<file path="src/rtl/mw_mon_pkg.sv">
package mw_mon_pkg;
  // raw line index after synchronizer
  localparam int LN_CS = 0;
  localparam int LN_SK = 1;
  localparam int LN_SI = 2;
  localparam int LN_SO = 3;
  localparam int N_LINES = 4;
  // edge detector lanes
  localparam int ED_CS = 0;
  localparam int ED_SK = 1;
  localparam int ED_SO = 2;
  localparam int N_EDGE = 3;

  typedef enum logic [1:0] {
    ST_IDLE  = 2'd0,
    ST_WIN   = 2'd1,
    ST_DRAIN = 2'd2,
    ST_DONE  = 2'd3
  } mw_state_e;
endpackage

</file>
<file path="src/rtl/mw_sync.sv">
module mw_sync #(
  parameter int W      = 4,
  parameter int STAGES = 2
) (
  input  logic         clk_i,
  input  logic         rst_ni,
  input  logic [W-1:0] d_i,
  output logic [W-1:0] q_o
);
  logic [W-1:0] stg_q [STAGES];

  always_ff @(posedge clk_i or negedge rst_ni) begin
    if (!rst_ni) begin
      for (int i = 0; i < STAGES; i++) stg_q[i] <= '0;
    end else begin
      stg_q[0] <= d_i;
      for (int i = 1; i < STAGES; i++) stg_q[i] <= stg_q[i-1];
    end
  end

  assign q_o = stg_q[STAGES-1];
endmodule

</file>
<file path="src/rtl/mw_edge.sv">
module mw_edge #(
  parameter int W = 3
) (
  input  logic         clk_i,
  input  logic         rst_ni,
  input  logic [W-1:0] d_i,
  output logic [W-1:0] rise_o,
  output logic [W-1:0] fall_o
);
  logic [W-1:0] prev_q;

  always_ff @(posedge clk_i or negedge rst_ni) begin
    if (!rst_ni) prev_q <= '0;
    else         prev_q <= d_i;
  end

  assign rise_o = d_i & ~prev_q;
  assign fall_o = ~d_i & prev_q;
endmodule

</file>
<file path="src/rtl/mw_stat_buf.sv">
module mw_stat_buf #(
  parameter int DEPTH = 8
) (
  input  logic clk_i,
  input  logic rst_ni,
  input  logic clr_i,
  input  logic push_i,
  input  logic push_val_i,
  input  logic pop_i,
  output logic head_o,
  output logic empty_o
);
  localparam int PW = (DEPTH > 1) ? $clog2(DEPTH) : 1;
  localparam int CW = $clog2(DEPTH + 1);

  logic [DEPTH-1:0] mem_q;
  logic [PW-1:0]    wr_q, rd_q;
  logic [CW-1:0]    cnt_q;
  logic             full;

  assign full    = (cnt_q == CW'(DEPTH));
  assign empty_o = (cnt_q == '0);
  assign head_o  = mem_q[rd_q];

  function automatic logic [PW-1:0] nxt(input logic [PW-1:0] p);
    return (p == PW'(DEPTH - 1)) ? '0 : p + PW'(1);
  endfunction

  always_ff @(posedge clk_i or negedge rst_ni) begin
    if (!rst_ni) begin
      mem_q <= '0;
      wr_q  <= '0;
      rd_q  <= '0;
      cnt_q <= '0;
    end else if (clr_i) begin
      wr_q  <= '0;
      rd_q  <= '0;
      cnt_q <= '0;
    end else begin
      if (push_i && !full) begin
        mem_q[wr_q] <= push_val_i;
        wr_q        <= nxt(wr_q);
        cnt_q       <= cnt_q + CW'(1);
      end else if (pop_i && !empty_o) begin
        rd_q  <= nxt(rd_q);
        cnt_q <= cnt_q - CW'(1);
      end
    end
  end

  AST_BUF_BOUND: assert property (@(posedge clk_i) disable iff (!rst_ni)
    cnt_q <= CW'(DEPTH));
  AST_POP_NONEMPTY: assert property (@(posedge clk_i) disable iff (!rst_ni)
    pop_i |-> !empty_o);
endmodule

</file>
<file path="src/rtl/mw_core.sv">
module mw_core
  import mw_mon_pkg::*;
#(
  parameter int CNT_W = 16
) (
  input  logic             clk_i,
  input  logic             rst_ni,
  input  logic             cs_rise_i,
  input  logic             cs_fall_i,
  input  logic             sk_lvl_i,
  input  logic             sk_rise_i,
  input  logic             sk_fall_i,
  input  logic             si_lvl_i,
  input  logic             so_lvl_i,
  input  logic             so_chg_i,
  input  logic             buf_empty_i,
  input  logic             buf_head_i,
  output logic             buf_clr_o,
  output logic             buf_push_o,
  output logic             buf_pop_o,
  output logic             bit_valid_o,
  output logic             bit_si_o,
  output logic             bit_so_o,
  output logic             bit_is_start_o,
  output logic             status_valid_o,
  output logic             status_ready_o,
  output logic             warn_clk_high_o,
  output logic             txn_done_o,
  output logic [CNT_W-1:0] txn_bits_o
);
  mw_state_e        state_q;
  logic             mask_q;      // clock seen high at select
  logic             classed_q;
  logic             is_xfer_q;
  logic             have_bit_q;
  logic             cur_si_q, cur_so_q, cur_start_q;
  logic             so_last_q;   // data-out level for final status
  logic [CNT_W-1:0] cnt_q;

  assign buf_clr_o  = (state_q == ST_IDLE) && cs_rise_i;
  assign buf_push_o = (state_q == ST_WIN) && !cs_fall_i && so_chg_i && !is_xfer_q;
  assign buf_pop_o  = (state_q == ST_DRAIN) && !buf_empty_i;

  always_ff @(posedge clk_i or negedge rst_ni) begin
    if (!rst_ni) begin
      state_q         <= ST_IDLE;
      mask_q          <= 1'b0;
      classed_q       <= 1'b0;
      is_xfer_q       <= 1'b0;
      have_bit_q      <= 1'b0;
      cur_si_q        <= 1'b0;
      cur_so_q        <= 1'b0;
      cur_start_q     <= 1'b0;
      so_last_q       <= 1'b0;
      cnt_q           <= '0;
      bit_valid_o     <= 1'b0;
      bit_si_o        <= 1'b0;
      bit_so_o        <= 1'b0;
      bit_is_start_o  <= 1'b0;
      status_valid_o  <= 1'b0;
      status_ready_o  <= 1'b0;
      warn_clk_high_o <= 1'b0;
      txn_done_o      <= 1'b0;
      txn_bits_o      <= '0;
    end else begin
      bit_valid_o     <= 1'b0;
      status_valid_o  <= 1'b0;
      warn_clk_high_o <= 1'b0;
      txn_done_o      <= 1'b0;
      unique case (state_q)
        ST_IDLE: begin
          if (cs_rise_i) begin
            state_q         <= ST_WIN;
            warn_clk_high_o <= sk_lvl_i;
            mask_q          <= sk_lvl_i;
            classed_q       <= 1'b0;
            is_xfer_q       <= 1'b0;
            have_bit_q      <= 1'b0;
            cur_si_q        <= 1'b0;
            cur_so_q        <= 1'b0;
            cur_start_q     <= 1'b0;
            so_last_q       <= so_lvl_i;
            cnt_q           <= '0;
          end
        end
        ST_WIN: begin
          if (cs_fall_i) begin
            // close the open bit only with the clock low
            if (is_xfer_q && have_bit_q && !sk_lvl_i) begin
              bit_valid_o    <= 1'b1;
              bit_si_o       <= cur_si_q;
              bit_so_o       <= cur_so_q;
              bit_is_start_o <= cur_start_q;
              cnt_q          <= cnt_q + CNT_W'(1);
            end
            state_q <= is_xfer_q ? ST_DONE : ST_DRAIN;
          end else begin
            if (so_chg_i) so_last_q <= so_lvl_i;
            if (sk_fall_i) begin
              if (mask_q) mask_q   <= 1'b0;
              else        cur_so_q <= so_lvl_i;
            end
            if (sk_rise_i) begin
              if (!classed_q) begin
                classed_q <= 1'b1;
                if (si_lvl_i) begin
                  is_xfer_q   <= 1'b1;
                  have_bit_q  <= 1'b1;
                  cur_si_q    <= 1'b1;
                  cur_start_q <= 1'b1;
                end
              end else if (is_xfer_q) begin
                bit_valid_o    <= 1'b1;
                bit_si_o       <= cur_si_q;
                bit_so_o       <= cur_so_q;
                bit_is_start_o <= cur_start_q;
                cnt_q          <= cnt_q + CNT_W'(1);
                cur_si_q       <= si_lvl_i;
                cur_start_q    <= 1'b0;
              end
            end
          end
        end
        ST_DRAIN: begin
          status_valid_o <= 1'b1;
          if (!buf_empty_i) begin
            status_ready_o <= buf_head_i;
          end else begin
            status_ready_o <= so_last_q;
            state_q        <= ST_DONE;
          end
        end
        ST_DONE: begin
          txn_done_o <= 1'b1;
          txn_bits_o <= cnt_q;
          state_q    <= ST_IDLE;
        end
        default: state_q <= ST_IDLE;
      endcase
    end
  end

  AST_START_IS_ONE: assert property (@(posedge clk_i) disable iff (!rst_ni)
    (bit_valid_o && bit_is_start_o) |-> bit_si_o);
  AST_BIT_FROM_WINDOW: assert property (@(posedge clk_i) disable iff (!rst_ni)
    bit_valid_o |-> $past(state_q == ST_WIN));
  AST_ONE_RECORD_KIND: assert property (@(posedge clk_i) disable iff (!rst_ni)
    !(bit_valid_o && status_valid_o));
  AST_DONE_ALONE: assert property (@(posedge clk_i) disable iff (!rst_ni)
    txn_done_o |-> (!bit_valid_o && !status_valid_o));
  AST_WARN_AT_SELECT: assert property (@(posedge clk_i) disable iff (!rst_ni)
    warn_clk_high_o |-> $past(cs_rise_i && sk_lvl_i));
  AST_NO_STATUS_IN_XFER: assert property (@(posedge clk_i) disable iff (!rst_ni)
    status_valid_o |-> !is_xfer_q);
endmodule

</file>
<file path="src/rtl/mw_monitor.sv">
module mw_monitor
  import mw_mon_pkg::*;
#(
  parameter int CNT_W       = 16,
  parameter int STAT_DEPTH  = 8,
  parameter int SYNC_STAGES = 2
) (
  input  logic             clk_i,
  input  logic             rst_ni,
  input  logic             mw_cs_i,
  input  logic             mw_sk_i,
  input  logic             mw_si_i,
  input  logic             mw_so_i,
  output logic             bit_valid_o,
  output logic             bit_si_o,
  output logic             bit_so_o,
  output logic             bit_is_start_o,
  output logic             status_valid_o,
  output logic             status_ready_o,
  output logic             warn_clk_high_o,
  output logic             txn_done_o,
  output logic [CNT_W-1:0] txn_bits_o
);
  logic [N_LINES-1:0] raw, syn;
  logic [N_EDGE-1:0]  ed_in, rise, fall;
  logic               buf_clr, buf_push, buf_pop, buf_head, buf_empty;

  always_comb begin
    raw        = '0;
    raw[LN_CS] = mw_cs_i;
    raw[LN_SK] = mw_sk_i;
    raw[LN_SI] = mw_si_i;
    raw[LN_SO] = mw_so_i;
    ed_in        = '0;
    ed_in[ED_CS] = syn[LN_CS];
    ed_in[ED_SK] = syn[LN_SK];
    ed_in[ED_SO] = syn[LN_SO];
  end

  mw_sync #(.W(N_LINES), .STAGES(SYNC_STAGES)) u_sync (
    .clk_i (clk_i),
    .rst_ni(rst_ni),
    .d_i   (raw),
    .q_o   (syn)
  );

  mw_edge #(.W(N_EDGE)) u_edge (
    .clk_i (clk_i),
    .rst_ni(rst_ni),
    .d_i   (ed_in),
    .rise_o(rise),
    .fall_o(fall)
  );

  mw_stat_buf #(.DEPTH(STAT_DEPTH)) u_buf (
    .clk_i     (clk_i),
    .rst_ni    (rst_ni),
    .clr_i     (buf_clr),
    .push_i    (buf_push),
    .push_val_i(syn[LN_SO]),
    .pop_i     (buf_pop),
    .head_o    (buf_head),
    .empty_o   (buf_empty)
  );

  mw_core #(.CNT_W(CNT_W)) u_core (
    .clk_i          (clk_i),
    .rst_ni         (rst_ni),
    .cs_rise_i      (rise[ED_CS]),
    .cs_fall_i      (fall[ED_CS]),
    .sk_lvl_i       (syn[LN_SK]),
    .sk_rise_i      (rise[ED_SK]),
    .sk_fall_i      (fall[ED_SK]),
    .si_lvl_i       (syn[LN_SI]),
    .so_lvl_i       (syn[LN_SO]),
    .so_chg_i       (rise[ED_SO] | fall[ED_SO]),
    .buf_empty_i    (buf_empty),
    .buf_head_i     (buf_head),
    .buf_clr_o      (buf_clr),
    .buf_push_o     (buf_push),
    .buf_pop_o      (buf_pop),
    .bit_valid_o    (bit_valid_o),
    .bit_si_o       (bit_si_o),
    .bit_so_o       (bit_so_o),
    .bit_is_start_o (bit_is_start_o),
    .status_valid_o (status_valid_o),
    .status_ready_o (status_ready_o),
    .warn_clk_high_o(warn_clk_high_o),
    .txn_done_o     (txn_done_o),
    .txn_bits_o     (txn_bits_o)
  );
endmodule

</file>
<file path="config.mk">
export PLATFORM = sky130hd
export DESIGN_NAME = mw_monitor
export DESIGN_NICKNAME = d
export VERILOG_FILES = /design/src/rtl/mw_mon_pkg.sv /design/src/rtl/mw_sync.sv /design/src/rtl/mw_edge.sv /design/src/rtl/mw_stat_buf.sv /design/src/rtl/mw_core.sv /design/src/rtl/mw_monitor.sv
export SDC_FILE = /design/constraint.sdc
export NUM_CORES = 1
export LEC_CHECK = 0
export BUFFER_PORTS_ARGS = -buffer_cell sky130_fd_sc_hd__buf_2
export CORE_MARGIN = 1.5
export CORE_UTILIZATION = 51
export CTS_CLUSTER_DIAMETER = 80
export DETAILED_ROUTE_END_ITERATION = 12
export GPL_ROUTABILITY_DRIVEN = 0
export PLACE_DENSITY = 0.69
export SYNTH_ARGS = -nofsm -noshare
export SYNTH_HDL_FRONTEND = slang
export SYNTH_HIERARCHICAL = 1
export SYNTH_SLANG_ARGS = --single-unit
</file>
<file path="constraint.sdc">
create_clock -name clk_i -period 3.8 [get_ports clk_i]
set_input_delay 0.19 -clock clk_i [delete_from_list [all_inputs] [get_ports clk_i]]
set_output_delay 0.19 -clock clk_i [all_outputs]
set_load 0.01 [all_outputs]
</file>
==> impl_metrics.env, run 1 <==
export IMPL_synth_nets=352
export IMPL_cpMaxStageDelayCell="dfrtp_1"
export IMPL_netlist_top_cell_by_area="dfrtp_1"
export IMPL_die_w_um=89.8
export IMPL_fin_skew_ns=0.00681
export IMPL_synth_cells=332
export IMPL_cts_tree="yes"
export IMPL_hold_viol=32
export IMPL_fp_dieH_um=89.8
export IMPL_grtUsageTotal_pct=19.0
export IMPL_yosys_area_top_type_share_pct=50.8
export IMPL_layout_min_cycle_time_ns=2.91
export IMPL_synth_cell_type_count=62
export IMPL_synth_yosys_warnings=6
export IMPL_dieArea_um2=8060
export IMPL_hpwl_mm=4.67
export IMPL_reg2regPathDepth=11
export IMPL_core_rowCount=31
export IMPL_synthFlopType="dfrtp_1"
export IMPL_worstPathCellList="inv_1, ha_1, inv_1, nor4b_1, buf_4, nand2_4, ha_1, a21oi_1, nand3_1, mux2_2, a211oi_1"
export IMPL_leakage_uw=0.00202
export IMPL_arrival_ns=3.17
export IMPL_numPlacedInstances=448
export IMPL_core_area_um2=7250
export IMPL_crit_type="flip-flop to flip-flop"
export IMPL_fin_util_pct=58.8
export IMPL_tightest_slew_ns=0.949
export IMPL_io_buffer_count=29
export IMPL_grt_overflow=0
export IMPL_endpoint_kind="flip-flop"
export IMPL_fill_cells=617
export IMPL_synth_seq_cells=78
export IMPL_cts_buffers=9
export IMPL_seq_area_frac_synth_pct=50.8
export IMPL_h_tree_depth=3
export IMPL_crit_required_ns=4.06
export IMPL_fin_nets=384
export IMPL_fmax_mhz=344
export IMPL_syn_cell_area_um2=3840
export IMPL_synth_edf_count=0
export IMPL_antenna_found_initial=0
export IMPL_rsz0062_at_grt="false"
export IMPL_placed_cell_area_um2=4040
export IMPL_totalPowerFinal_uw=2770
export IMPL_antenna_left=0
export IMPL_critPathLaunchType="flip-flop"
export IMPL_routedWlPerCell_um=15.0
export IMPL_setup_violations=0
export IMPL_start_util_pct=53.0
export IMPL_areaGrowthSynthToFinish_pct=10.9
export IMPL_layout_drive_gt1_share_pct=27.6
export IMPL_worst_path_buf_inv=3
export IMPL_worstPathMaxFanout=7
export IMPL_netlist_top_cells_count="78 x dfrtp_1, 26 x mux2_2, 24 x nand2_1, 21 x o21ai_0, 17 x nor2_1"
export IMPL_cts_sinks=78
export IMPL_maxCapViolCount=0
export IMPL_synth_area_leaders="dfrtp_1 51%, mux2_2 7.6%, ha_1 4.2%, o21ai_0 2.7%, nand2_1 2.3%"
export IMPL_syn_area_per_cell_um2=11.6
export IMPL_io_pins=30
export IMPL_stdcell_count=468
export IMPL_antenna_cells=0
export IMPL_hold_ws_ns=-0.0202
export IMPL_drt_wl_total_mm=7.00
export IMPL_dr_pass1_iters=4
export IMPL_fin_area_um2=4260
export IMPL_clk_pin_slew_ns=0.08
export IMPL_timing_rr_start="u_core/state_q[1]"
export IMPL_slew_violations=0
export IMPL_drtIter0Drc=194
export IMPL_grt_max_degree=79
export IMPL_maxSlewHeadroom_pct=36.7
export IMPL_violations="negative hold slack"
export IMPL_clk_path_buf_depth=2
export IMPL_peakVddDrop_v=0.000348
export IMPL_vias=2568
export IMPL_fin_crit_sh_pct=76.5
export IMPL_critPathMaxStageDelay_ns=0.43
export IMPL_cts_post_setup_buffers_inserted=0
export IMPL_route_detailed_drc=0
export IMPL_grt_pass1_wl_mm=12.2
export IMPL_status="finished with violations"
export IMPL_fin_tns_setup_ns=0
export IMPL_critical_path_top_delay_family="adder cells"
export IMPL_regToRegSetupSlack_ns=0.89
export IMPL_synth_most_common_cell="dfrtp_1"
export IMPL_clockRootBuffer="clkbuf_8"
export IMPL_p_per_area_nw_per_um2=649
export IMPL_postSynth_asyncResetShare_pct=100
export IMPL_grt_pass1_vias=2550
export IMPL_clock_latency_ns=0.36
export IMPL_r2r_end="u_buf/cnt_q[3]"
export IMPL_min_path_type="input port to async pin"
export IMPL_viasPerCell=5.49
==> layout make-up <==
cell class / instances / area (µm²) / share of cell area [%]
sequential: 78 / 1950 / 45.8
multi-input combinational: 230 / 1770 / 41.5
timing repair buffer: 34 / 195 / 4.58
clock buffer: 9 / 124 / 2.91
tap: 99 / 124 / 2.91
clock inverter: 7 / 57.6 / 1.35
inverter: 11 / 41.3 / 0.969
==> power breakdown <==
group / switching, µW / internal [µW]
clock network: 327 / 246
logic: 572 / 458
registers: 162 / 1000
total: 1060 / 1700
==> stage by stage <==
step	setup slack, ns	hold slack [ns]
final	0.892	-0.0202
after global routing	0.650	0.0631
after floorplan	0.731	-0.106
after detailed placement	0.925	0.300
after global placement	1.09	0.298
after CTS	0.900	0.00877
==> placed cells by master (no fill, tap or decap), types with 3 or more instances in the layout <==
cell type | netlist | routed
nand2_1 | 24 | 24
nor2_1 | 17 | 17
nand3_1 | 15 | 15
a21oi_1 | 11 | 11
dlygate4sd3_1 | 0 | 4
nand4_1 | 4 | 4
and3_1 | 3 | 3
o21ai_0 | 21 | 21
o31ai_2 | 7 | 7
dfrtp_1 | 78 | 78
and2b_2 | 6 | 6
o21ai_1 | 3 | 3
and2_1 | 6 | 6
nand2b_1 | 7 | 7
mux2_1 | 6 | 6
clkbuf_8 | 0 | 9
a41oi_1 | 3 | 3
or3_1 | 3 | 3
inv_1 | 10 | 10
ha_1 | 13 | 13
nor2b_1 | 6 | 6
mux2_2 | 26 | 26
buf_2 | 1 | 28
==> repair_timing <==
| item | in CTS | in global routing |
|---|---|---|
| hold buffers | 4 | 0 |
| endpoints found under the hold margin | 4 | 0 |
| gates resized for setup | 0 | 0 |
==> worst max path at each step <==
| stage | start | end | depth (start not counted) |
|---|---|---|---|
| after floorplan | u_core/state_q[1] | u_buf/cnt_q[3] | 10 |
| after detailed placement | u_core/state_q[1] | u_buf/cnt_q[3] | 11 |
| final | u_core/state_q[1] | u_buf/cnt_q[3] | 11 |
| after CTS | u_core/state_q[1] | u_buf/cnt_q[3] | 11 |
| after global placement | u_core/state_q[1] | u_buf/cnt_q[3] | 11 |
| after global routing | u_core/state_q[1] | u_buf/cnt_q[3] | 11 |
==> routing by layer <==
metal  wire (µm)  part of all wire, %  GRT usage [%]  vias up
li1            -                    -              -     1271
met1        3210                   46           24.5     1246
met2        3500                   50           30.7       45
met3         223                  3.2           5.16        6
met4          69                 0.99           7.41        0
met5           0                    0              0        -
==> kinds of logic after synthesis <==
logic type / after synthesis / share of synthesized area [%]
mux: 37 / 11.5
fa+ha+maj: 14 / 4.75
compound gates: 65 / 12.0
buf+inv: 24 / 3.16
simple gates: 111 / 17.1
flops: 78 / 50.8
xor+xnor: 3 / 0.684
==> state kept, by name (all words and copies together) (netlist names), 2 cells and up <==
signal and cells:
u_core/txn_bits_o 16, u_sync/q_o 4, u_sync/stg_q 4, u_core/cnt_q 16, u_buf/rd_q 3, u_buf/mem_q 8
u_buf/cnt_q 4, u_edge/prev_q 3, u_core/state_q 2, u_buf/wr_q 3
(Power assumes the default switching activity.)
==> run 2, diff against run 1 <==
==> constraint.sdc (replaced) <==
create_clock -name clk_i -period 2.8 [get_ports clk_i]
set_input_delay 0.14 -clock clk_i [delete_from_list [all_inputs] [get_ports clk_i]]
set_output_delay 0.14 -clock clk_i [all_outputs]
set_load 0.01 [all_outputs]
==> run 2 against run 1 <==
Compared with the run above: the flow now finishes without violations; clock-buffer cell count up 2; critical path depth down 1; hold slack better by 0.37 ns; final cell count up 1.3%; utilization up 1.2 points; first-iteration DRC count down 41%; design area up 2.0%; sequential share of layout area down 0.88 points; highest routed layer unchanged.
==> impl_metrics.env, run 2 (synthesis results as in run 1) <==
export IMPL_layout_min_cycle_time_ns=2.61
export IMPL_dp_slack_ns=0.0175
export IMPL_setup_violations=0
export IMPL_crit_required_ns=3.05
export IMPL_r2r_end="u_buf/cnt_q[3]"
export IMPL_areaGrowthSynthToFinish_pct=13.1
export IMPL_top_regs="u_core/cnt_q: 16 flops, u_core/txn_bits_o: 16 flops, u_buf/mem_q: 8 flops"
export IMPL_hold_end="u_sync/q_o[1]"
export IMPL_fin_crit_sh_pct=93.1
export IMPL_worstPathMaxFanout=7
export IMPL_grt_pass1_wl_mm=12.2
export IMPL_reg2regPathDepth=10
export IMPL_peakVddDrop_v=0.000402
export IMPL_numPlacedInstances=454
export IMPL_dr_pass1_iters=4
export IMPL_rsz0062_at_grt="false"
export IMPL_tightest_slew_ns=0.944
export IMPL_maxSlewHeadroom_pct=37.1
export IMPL_vias=2617
export IMPL_route_detailed_drc=0
export IMPL_fill_cells=607
export IMPL_p_per_area_nw_per_um2=895
export IMPL_layout_commonest_cell="dfrtp_1"
export IMPL_hp_start="u_sync/stg_q[5]"
export IMPL_grt_max_degree=79
export IMPL_stdcell_count=474
export IMPL_slew_violations=0
export IMPL_grt_overflow=0
export IMPL_fin_skew_ns=0.0121
export IMPL_antenna_cells=0
export IMPL_cts_post_setup_buffers_inserted=0
export IMPL_multi_input_area_um2=1790
export IMPL_start_util_pct=53.0
export IMPL_cts_tree="yes"
export IMPL_io_buffer_count=29
export IMPL_hpwl_mm=4.86
export IMPL_core_rowCount=31
export IMPL_fin_util_pct=59.9
export IMPL_maxCapViolCount=0
export IMPL_cts_sinks=78
export IMPL_antenna_found_initial=0
export IMPL_h_tree_depth=3
export IMPL_seqCellArea_um2=1950
export IMPL_io_pins=30
export IMPL_hold_viol=0
export IMPL_crit_type="flip-flop to flip-flop"
export IMPL_endpoint_kind="flip-flop"
export IMPL_die_w_um=89.8
export IMPL_clockRootBuffer="clkbuf_8"
export IMPL_status="completed"
export IMPL_drtIter0Drc=115
export IMPL_totalPowerFinal_uw=3890
export IMPL_grtUsageTotal_pct=18.8
export IMPL_leakage_uw=0.00206
export IMPL_fin_tns_setup_ns=0
export IMPL_antenna_left=0
export IMPL_fmax_mhz=384
export IMPL_arrival_ns=2.86
export IMPL_critPathLaunchType="flip-flop"
export IMPL_layout_drive_gt1_share_pct=29.1
export IMPL_fin_nets=391
export IMPL_routedWlPerCell_um=14.9
export IMPL_regToRegSetupSlack_ns=0.19
export IMPL_grt_pass1_vias=2505
export IMPL_most_common_layout_cells="78 x dfrtp_1, 28 x buf_2, 26 x mux2_2, 24 x nand2_1, 21 x o21ai_0"
export IMPL_dieArea_um2=8060
export IMPL_core_area_um2=7250
export IMPL_cts_buffers=9
export IMPL_fp_dieH_um=89.8
export IMPL_setup_ws_ns=0.195
export IMPL_drt_wl_total_mm=7.07
export IMPL_clock_latency_ns=0.35
export IMPL_clk_pin_slew_ns=0.08
export IMPL_viasPerCell=5.52
export IMPL_min_path_cells=0
export IMPL_min_path_type="flip-flop to flip-flop"
export IMPL_clk_path_buf_depth=2
export IMPL_timing_rr_start="u_core/state_q[1]"
## run 2: area by class of cell
cell class                 instances  share of cell area [%]
clock inverter                     4                    1.09
sequential                        78                    44.9
tap                               99                    2.85
multi-input combinational        230                    41.2
inverter                          11                   0.950
timing repair buffer              41                    5.76
clock buffer                      11                    3.25
## run 2: how the worst max path moves through the flow
stage,to,slack (ns),cells past startpoint,start
after floorplan,u_buf/cnt_q[3],0.05,10,u_core/state_q[1]
after global placement,u_buf/cnt_q[3],0.14,10,u_core/state_q[1]
after detailed placement,u_buf/cnt_q[3],0.02,10,u_core/state_q[1]
after CTS,u_buf/cnt_q[3],0.07,10,u_core/state_q[1]
after global routing,u_buf/cnt_q[3],0.03,10,u_core/state_q[1]
final,u_buf/cnt_q[3],0.19,10,u_core/state_q[1]
## run 2: through the flow
| step | area (µm²) | hold slack (ns) |
|---|---|---|
| 2_1_floorplan | 3850 | -0.156 |
| 3_5_place_dp | 4090 | 0.255 |
| 5_1_grt | 4350 | 0.370 |
| 4_1_cts | 4340 | 0.354 |
| 3_3_place_gp | 4090 | 0.249 |
| 6_report | 4350 | 0.352 |
## run 2: per-layer routing
layer	share of wire, %	wire, µm	vias up	global-route usage (%)
met5	0	0	-	0
met4	0.93	66	0	6.35
met3	3.7	263	5	4.31
met2	46	3250	59	29.1
met1	49	3490	1279	26.3
li1	-	-	1274	-
## run 2: what timing repair did
action / in CTS / in global routing
endpoints found under the setup margin: 1 / 1
pin swaps: 0 / 1
hold endpoints to repair: 82 / 0
gates resized for setup: 1 / 2
hold buffers: 5 / 0
## run 2: power by group
group	leakage (µW)	internal, µW	switching (µW)
Sequential	0.00103	1360	237
Clock	0.0000952	428	390
Combinational	0.000939	670	803
## run 2: critical path, cell delays in order (launching register included)
cell	delay (ns)
dfrtp_1	0.43
inv_1	0.14
ha_2	0.24
inv_1	0.09
nor4b_4	0.30
nand2_4	0.13
ha_1	0.35
a21oi_2	0.20
nand3_1	0.10
mux2_2	0.30
a211oi_1	0.22
